===== src/rtl/llc_event_counter.sv =====
module llc_event_counter #(
  parameter int ADDR_W  = 12,
  parameter int CNT_W   = 48,
  parameter int NUM_CNT = 8,
  parameter int RUN_BIT = 17,
  parameter int CTRL_A  = 'h000,
  parameter int EN_A    = 'h010,
  parameter int MASK_A  = 'h020,
  parameter int STAT_A  = 'h024,
  parameter int CLR_A   = 'h028,
  parameter int SEL_A   = 'h040,
  parameter int CNT_A   = 'h100
) (
  input  logic              clk,
  input  logic              rst_n,
  input  logic              wr_en,
  input  logic [ADDR_W-1:0] addr,
  input  logic [63:0]       wdata,
  output logic [63:0]       rdata,
  input  logic [255:0]      evt_pulse,
  output logic              irq
);
  localparam int SEL_REGS = NUM_CNT / 4;
  localparam logic [7:0] NO_EVT = 8'hFF;

  logic                           run_q;
  logic [NUM_CNT-1:0]             en_q, mask_q, status_q;
  logic [NUM_CNT-1:0][7:0]        sel_q;
  logic [NUM_CNT-1:0][CNT_W-1:0]  cnt_q;
  logic [NUM_CNT-1:0]             hit, wrap, cnt_wr;
  logic [SEL_REGS-1:0]            sel_wr;
  logic                           unused_hi;

  assign unused_hi = ^wdata[63:CNT_W];

  wire wr_ctrl = wr_en && addr == ADDR_W'(CTRL_A);
  wire wr_en_r = wr_en && addr == ADDR_W'(EN_A);
  wire wr_mask = wr_en && addr == ADDR_W'(MASK_A);
  wire wr_clr  = wr_en && addr == ADDR_W'(CLR_A);

  always_ff @(posedge clk) begin
    if (!rst_n) begin
      run_q  <= 1'b0;
      en_q   <= '0;
      mask_q <= '1;
    end else begin
      if (wr_ctrl) run_q  <= wdata[RUN_BIT];
      if (wr_en_r) en_q   <= wdata[NUM_CNT-1:0];
      if (wr_mask) mask_q <= wdata[NUM_CNT-1:0];
    end
  end

  always_ff @(posedge clk) begin
    if (!rst_n) status_q <= '0;
    else status_q <= (status_q & ~(wr_clr ? wdata[NUM_CNT-1:0] : '0)) | wrap;
  end

  assign irq = |(status_q & ~mask_q);

  for (genvar r = 0; r < SEL_REGS; r++) begin : g_sel
    assign sel_wr[r] = wr_en && addr == ADDR_W'(SEL_A + 4 * r);
    for (genvar b = 0; b < 4; b++) begin : g_lane
      always_ff @(posedge clk) begin
        if (!rst_n) sel_q[4*r+b] <= NO_EVT;
        else if (sel_wr[r]) sel_q[4*r+b] <= wdata[8*b +: 8];
      end
    end
  end

  for (genvar i = 0; i < NUM_CNT; i++) begin : g_cnt
    assign cnt_wr[i] = wr_en && addr == ADDR_W'(CNT_A + 8 * i);
    assign hit[i]    = run_q && en_q[i] && sel_q[i] != NO_EVT && evt_pulse[sel_q[i]];
    assign wrap[i]   = hit[i] && !cnt_wr[i] && (&cnt_q[i]);
    always_ff @(posedge clk) begin
      if (!rst_n) cnt_q[i] <= '0;
      else if (cnt_wr[i]) cnt_q[i] <= wdata[CNT_W-1:0];
      else if (hit[i]) cnt_q[i] <= cnt_q[i] + 1'b1;
    end
  end

  always_comb begin
    rdata = '0;
    if (addr == ADDR_W'(CTRL_A)) rdata[RUN_BIT] = run_q;
    if (addr == ADDR_W'(EN_A))   rdata[NUM_CNT-1:0] = en_q;
    if (addr == ADDR_W'(MASK_A)) rdata[NUM_CNT-1:0] = mask_q;
    if (addr == ADDR_W'(STAT_A)) rdata[NUM_CNT-1:0] = status_q;
    for (int r = 0; r < SEL_REGS; r++)
      if (addr == ADDR_W'(SEL_A + 4 * r))
        for (int b = 0; b < 4; b++) rdata[8*b +: 8] = sel_q[4*r+b];
    for (int i = 0; i < NUM_CNT; i++)
      if (addr == ADDR_W'(CNT_A + 8 * i)) rdata[CNT_W-1:0] = cnt_q[i];
  end
endmodule


===== config.mk =====
export PLATFORM = sky130hd
export DESIGN_NAME = llc_event_counter
export DESIGN_NICKNAME = d
export VERILOG_FILES = /design/src/rtl/llc_event_counter.sv
export SDC_FILE = /design/constraint.sdc
export NUM_CORES = 2
export LEC_CHECK = 0
export ABC_AREA = 1
export BUFFER_PORTS_ARGS = -buffer_cell sky130_fd_sc_hd__buf_2
export CAP_MARGIN = 10
export CELL_PAD_IN_SITES_DETAIL_PLACEMENT = 1
export CELL_PAD_IN_SITES_GLOBAL_PLACEMENT = 1
export CORE_ASPECT_RATIO = 1.25
export CORE_MARGIN = 2
export CORE_UTILIZATION = 30
export DETAILED_ROUTE_END_ITERATION = 6
export GPL_TIMING_DRIVEN = 1
export PLACE_DENSITY_LB_ADDON = 0.1
export RECOVER_POWER = 50
export SYNTH_ARGS = -nofsm -noshare
export SYNTH_HDL_FRONTEND = slang
export SYNTH_SLANG_ARGS = --single-unit

===== constraint.sdc =====
create_clock -name clk -period 5 [get_ports clk]
set_input_delay 0.5 -clock clk [delete_from_list [all_inputs] [get_ports clk]]
set_output_delay 0.5 -clock clk [all_outputs]
set_load 0.01 [all_outputs]

Word-level counts from Yosys, hierarchy flattened
Index checks and enable logic that the tools add are counted.
Storage, ports and cells
  register bits: 473
  latch bits: 0
  RAM bits: 0
  bits in read-only memories: 0
  output and inout bits: 65
  memories kept: 0
Operators by class
  add/subtract/negate cells: 8
  multiply operators: 0
  divide/modulo/power cells: 0
  $lt $le $gt $ge: 8
  equal/unequal tests: 22
  shifts and indexed selects: 0
  mux-type cells: 47
  bitwise gates (word level): 5
  reduce and logical (&&, ||, !) cells: 80
Operators by type and width (number)
  $mux W48: 24
  $add A48 B1 Y48 const B: 8
  $reduce_and A48 Y1: 8
  $eq A12 B9 Y1 const B: 8
  $lt A8 B9 Y1 const B: 8
  $bmux W1 S8: 8
  $mux W32: 2
  $ne A8 B8 Y1 const B: 8
  $logic_and A1 B1 Y1: 54
  $eq A12 B6 Y1 const B: 3
  $mux W8: 4
  $eq A12 B7 Y1 const B: 2
  $and A8 B8 Y8: 2
  $not A8 Y8: 2
  $reduce_bool A2 Y1: 8
  $eq A12 B5 Y1 const B: 1
  $logic_not A12 Y1: 1
  $mux W1: 9
  $logic_not A1 Y1: 8
  $or A8 B8 Y8: 1
  $reduce_or A8 Y1: 1

Longest topological paths before layout
  depth after elaboration: 14
  mapped depth: 21
  mapped depth without buffers: 21

Worst setup path after synthesis
OpenSTA, ideal clock, no wires.
  kind: input to output
  start: in addr[11]
  end: out rdata[43]
  data arrival time: 2.306 ns
  data required time: 4.500 ns
  slack: 2.194 ns
  stages: 13
  path buffers: 2
  path through: nor2_1 > nand2_1 > nor2_2 > nand2_1 > nor2_2 > inv_1 > buf_2 > clkbuf_1 > o221ai_1 > o221ai_1 > o211ai_1 > o21ai_0 > a21oi_1
On the way
  word-level cells in the longest chain between the ends: 9
  elaborated cells between the ends (all ways): 16
Ends and longest elaborated chain
  start: declaration: RTL line 17  | input logic [ADDR_W-1:0] addr,
  $eq A12 B9 Y1: RTL line 91  | if (addr == ADDR_W'(CNT_A + 8 * i)) rdata[CNT_W-1:0] = cnt_q[i];
  $mux W48 (7 in series): RTL line 91
  $mux W48 *: RTL line 91
  end: declaration: RTL line 19  | output logic [63:0] rdata,
Every way passes the cells marked *; elsewhere a longest branch is shown, timed or not.

Final worst setup path
  start: reg sel_q[0] (netlist bit)
  end: reg status_q[0]
On the way
  word-level cells in the longest chain between the ends: 6
  elaborated cells between the ends (all ways): 8
Ends and longest elaborated chain
  start: declaration: RTL line 28  | logic [NUM_CNT-1:0][7:0] sel_q;
  start signal: indexed assignment: RTL line 65  | else if (sel_wr[r]) sel_q[4*r+b] <= wdata[8*b +: 8];
  $bmux W1 S8 or $ne A8 B8 Y1 (tied branches): RTL line 72  | assign hit[i] = run_q && en_q[i] && sel_q[i] != NO_EVT && evt_pulse[sel_q[i]];
  $mux W1 (implied by the code) or $logic_and A1 B1 Y1 (tied branches): RTL line 72
  $logic_and A1 B1 Y1 *: RTL line 72
  $logic_and A1 B1 Y1 * (2 in series): RTL line 73  | assign wrap[i] = hit[i] && !cnt_wr[i] && (&cnt_q[i]);
  $or A8 B8 Y8 *: RTL line 55  | else status_q <= (status_q & ~(wr_clr ? wdata[NUM_CNT-1:0] : '0)) | wrap;
  end signal: assignment: RTL line 55
  end: declaration: RTL line 27  | logic [NUM_CNT-1:0] en_q, mask_q, status_q;
Every way passes the cells marked *; elsewhere a longest branch is shown, timed or not. The select of a mux whose other input is x is not followed.
A chain may end at the register's enable or synchronous reset.

==> metrics.txt <==
# H-tree levels 2; Routed Antenna Nets 0; Area growth, synth to finish 9.84%; layout cells sized above 1 9.01%; Clock Sinks around 470; # port buffers around 370; Tightest Pin Transition between 3000 and 4000 ps; top post-synthesis cells by area nand2_1 (19%), dfxtp_1 (17%), nand3_1 (11%); first-pass GRT wire length 576000 um; GPL Wtd Cong ~1.1; Setup Buffers After CTS 0; worst setup margin -43.2 ps; post-layout util between 30% and 40%; Final nets approximately 10000; Die X a little under 400 um; die height ~480 um; die area between 150000 and 200000 sq um; mapped cell area about 55000 sq um; Critical Path End Type register; pwr/cell area ~170 nW/um^2; largest net degree at the start of global routing ~150; final count of hold timing violations 0; Warnings, synthesis 0; Hold Path End cnt_q[20]$_SDFFE_PN0P_; depth of the worst register-to-register path 15; Min-Delay Path Depth 5; Root Buffer clkbuf_16; Worst EP required roughly 5500 ps; CTS max path bufs 3; sequential share of the synthesized area between 10% and 20%; worst min path class in -> reg; hold-fix buffers at CTS 0; Seq cells post-synth 473; area share of the largest cell type after synthesis a little under a fifth; clock latency at the later pin of the worst-skew pair between 600 and 700 ps; hpwl dp 303000 um; Max Freq 0.198 GHz; WS Path Type reg -> reg; Reg2Reg Launch Point sel_q[0]$_SDFFE_PN1P_; Starting Density between 30% and 40%; setup tns final -329 ps; Site Rows 175; clock buffer count from CTS 53; Synth Flop Type dfxtp_1; total grt overflow 0; max_cap viols 4; failing checks design-rule violations, max-capacitance violations, max-slew violations, negative setup slack; DRT iter0 DRCs about 8500; commonest cells in the netlist nand2_1 (2781), nand3_1 (1243), o21ai_0 (1011), a21oi_1 (715), inv_1 (572); EDFF count, synth 0; Synth area leader nand2_1; wire length per cell 34.5 um; startpoint of the worst hold path wdata[20]; r2r setup slk -40 ps; DR pass1 iterations 7; Worst EP arrival 5560 ps; Inst Count DP 12000; post-CTS resize count 0; Tcrit/Tclk final 101%; count leader, synth nand2_1; DP Worst Slack ~100 ps; Synth Instances between 9000 and 10000; Slew headroom -106%; Top Ports 400; initial antenna violation count around 150; ys async rst share 0%; status complete, but fails checks; CP max FO 27; final WL roughly 420000 um; Distinct cells, synth 46; Finished Layout Cells between 10000 and 15000; DRC 1; worst flop-to-flop path endpoint status_q[0]$_SDFF_PN0_; CTS tree built; vias per cell a little over 6; clk slew on worst S/H paths approximately 70 ps; final setup vio count 20; mean post-synth cell area about 5.6 sq um; RSZ-0062 raised after global routing false; fin. max-slew vios about 180; via total after detailed routing between 70000 and 80000; peak supply drop approximately 330 uV; total track usage between 40% and 50%; vias in the first global route between 70000 and 80000; Leak about 23 nW; clk_skew between 20 and 25 ps; crit start category register; Tmin final 5040 ps; Core ar. ~180000 sq um
## registers in the layout, summed over array words and instances, names as in the netlist
| register | count |
|---|---|
| status_q | 8 |
| run_q | 1 |
| sel_q | 64 |
| cnt_q | 384 |
| en_q | 8 |
| mask_q | 8 |
## logic make-up (layout without fill, tap and decap cells)
kind of cell | Yosys count | after routing | synth area share (%)
other | 1 | 133 | 0.00685
buffers and inverters | 1519 | 1325 | 11.9
AO/OA/AOI/OAI | 2350 | 2350 | 24.3
flip-flops | 473 | 473 | 17.3
adder cells (fa/ha/maj) | 8 | 8 | 0.183
XOR/XNOR | 340 | 340 | 5.44
AND/OR/NAND/NOR | 5158 | 5158 | 40.8
## per-layer routing
layer / wire length (um) / share of wire (%) / track usage [%]
met1: 148000 / 35 / 47.3
met2: 185000 / 44 / 67.5
met3: 35100 / 8.4 / 10.8
met4: 51500 / 12 / 46.3
met5: 284 / 0.068 / 0
## cell type report
| cell class | count | area (sq um) |
|---|---|---|
| multi-input cells | 7872 | 38900 |
| clock inverters | 37 | 487 |
| fillers | 24600 | 121000 |
| well taps | 2389 | 2990 |
| flip-flops and latches | 473 | 9530 |
| repair buffers | 637 | 4260 |
| clock buffers | 63 | 1460 |
| inverters | 588 | 2210 |
| diodes | 117 | 293 |
## per-stage QoR
| step | hold WS, ps | cell area [sq um] | power (mW) |
|---|---|---|---|
| CTS | 197 | 59900 | 9.92 |
| global route | 301 | 60000 | 10.1 |
| finish | 214 | 60100 | 9.92 |
| global placement | 458 | 57900 | 5.25 |
| floorplan | 446 | 54800 | 4.55 |
| detailed placement | 469 | 57900 | 5.27 |
## worst max-delay path: stages, from the launching register on
cell and delay [ps]:
dfxtp_1 1440, nand2_1 900, clkbuf_4 530, nor2_1 150
nor3_1 70, nand2_1 120, nand3_1 110, nand3_1 330
nand3_1 150, o211ai_1 140, nand3_1 120, nand3_2 170
buf_4 350, nor2_1 80, nand2_1 120, a21oi_1 70
## how the worst max path moves through the flow
stage,start,to,cells after the start
after floorplan,addr[11],rdata[43],13
after global placement,addr[0],rdata[30],16
after detailed placement,addr[0],rdata[30],16
after CTS,addr[0],rdata[30],16
after global routing,sel_q[0]$_SDFFE_PN1P_,status_q[0]$_SDFF_PN0_,15
final,sel_q[0]$_SDFFE_PN1P_,status_q[0]$_SDFF_PN0_,15
## power breakdown
part           internal (mW)  total (mW)  leakage, nW  switching, mW
clock                   2.65        4.66        0.959           2.01
combinational          0.350        1.50         18.1           1.15
sequential              3.76        3.76         3.80       0.000535
## placed cells by master, fill, tap and decap left out, drive strengths merged, types with 17 or more instances in the layout
master | synthesis | layout
nand2 | 2783 | 2783
nand3 | 1256 | 1256
o21ai | 1042 | 1042
a21oi | 715 | 715
buf | 532 | 625
inv | 581 | 580
o211ai | 522 | 522
dfxtp | 473 | 473
nor3 | 465 | 465
nor2 | 438 | 438
xor2 | 259 | 259
diode | 0 | 117
nand4 | 98 | 98
xnor2 | 81 | 81
nor4 | 76 | 76
clkbuf | 399 | 75
clkinv | 7 | 31
o221ai | 28 | 28
o2111ai | 17 | 17
Note: power is estimated with default switching activity, not from simulation.
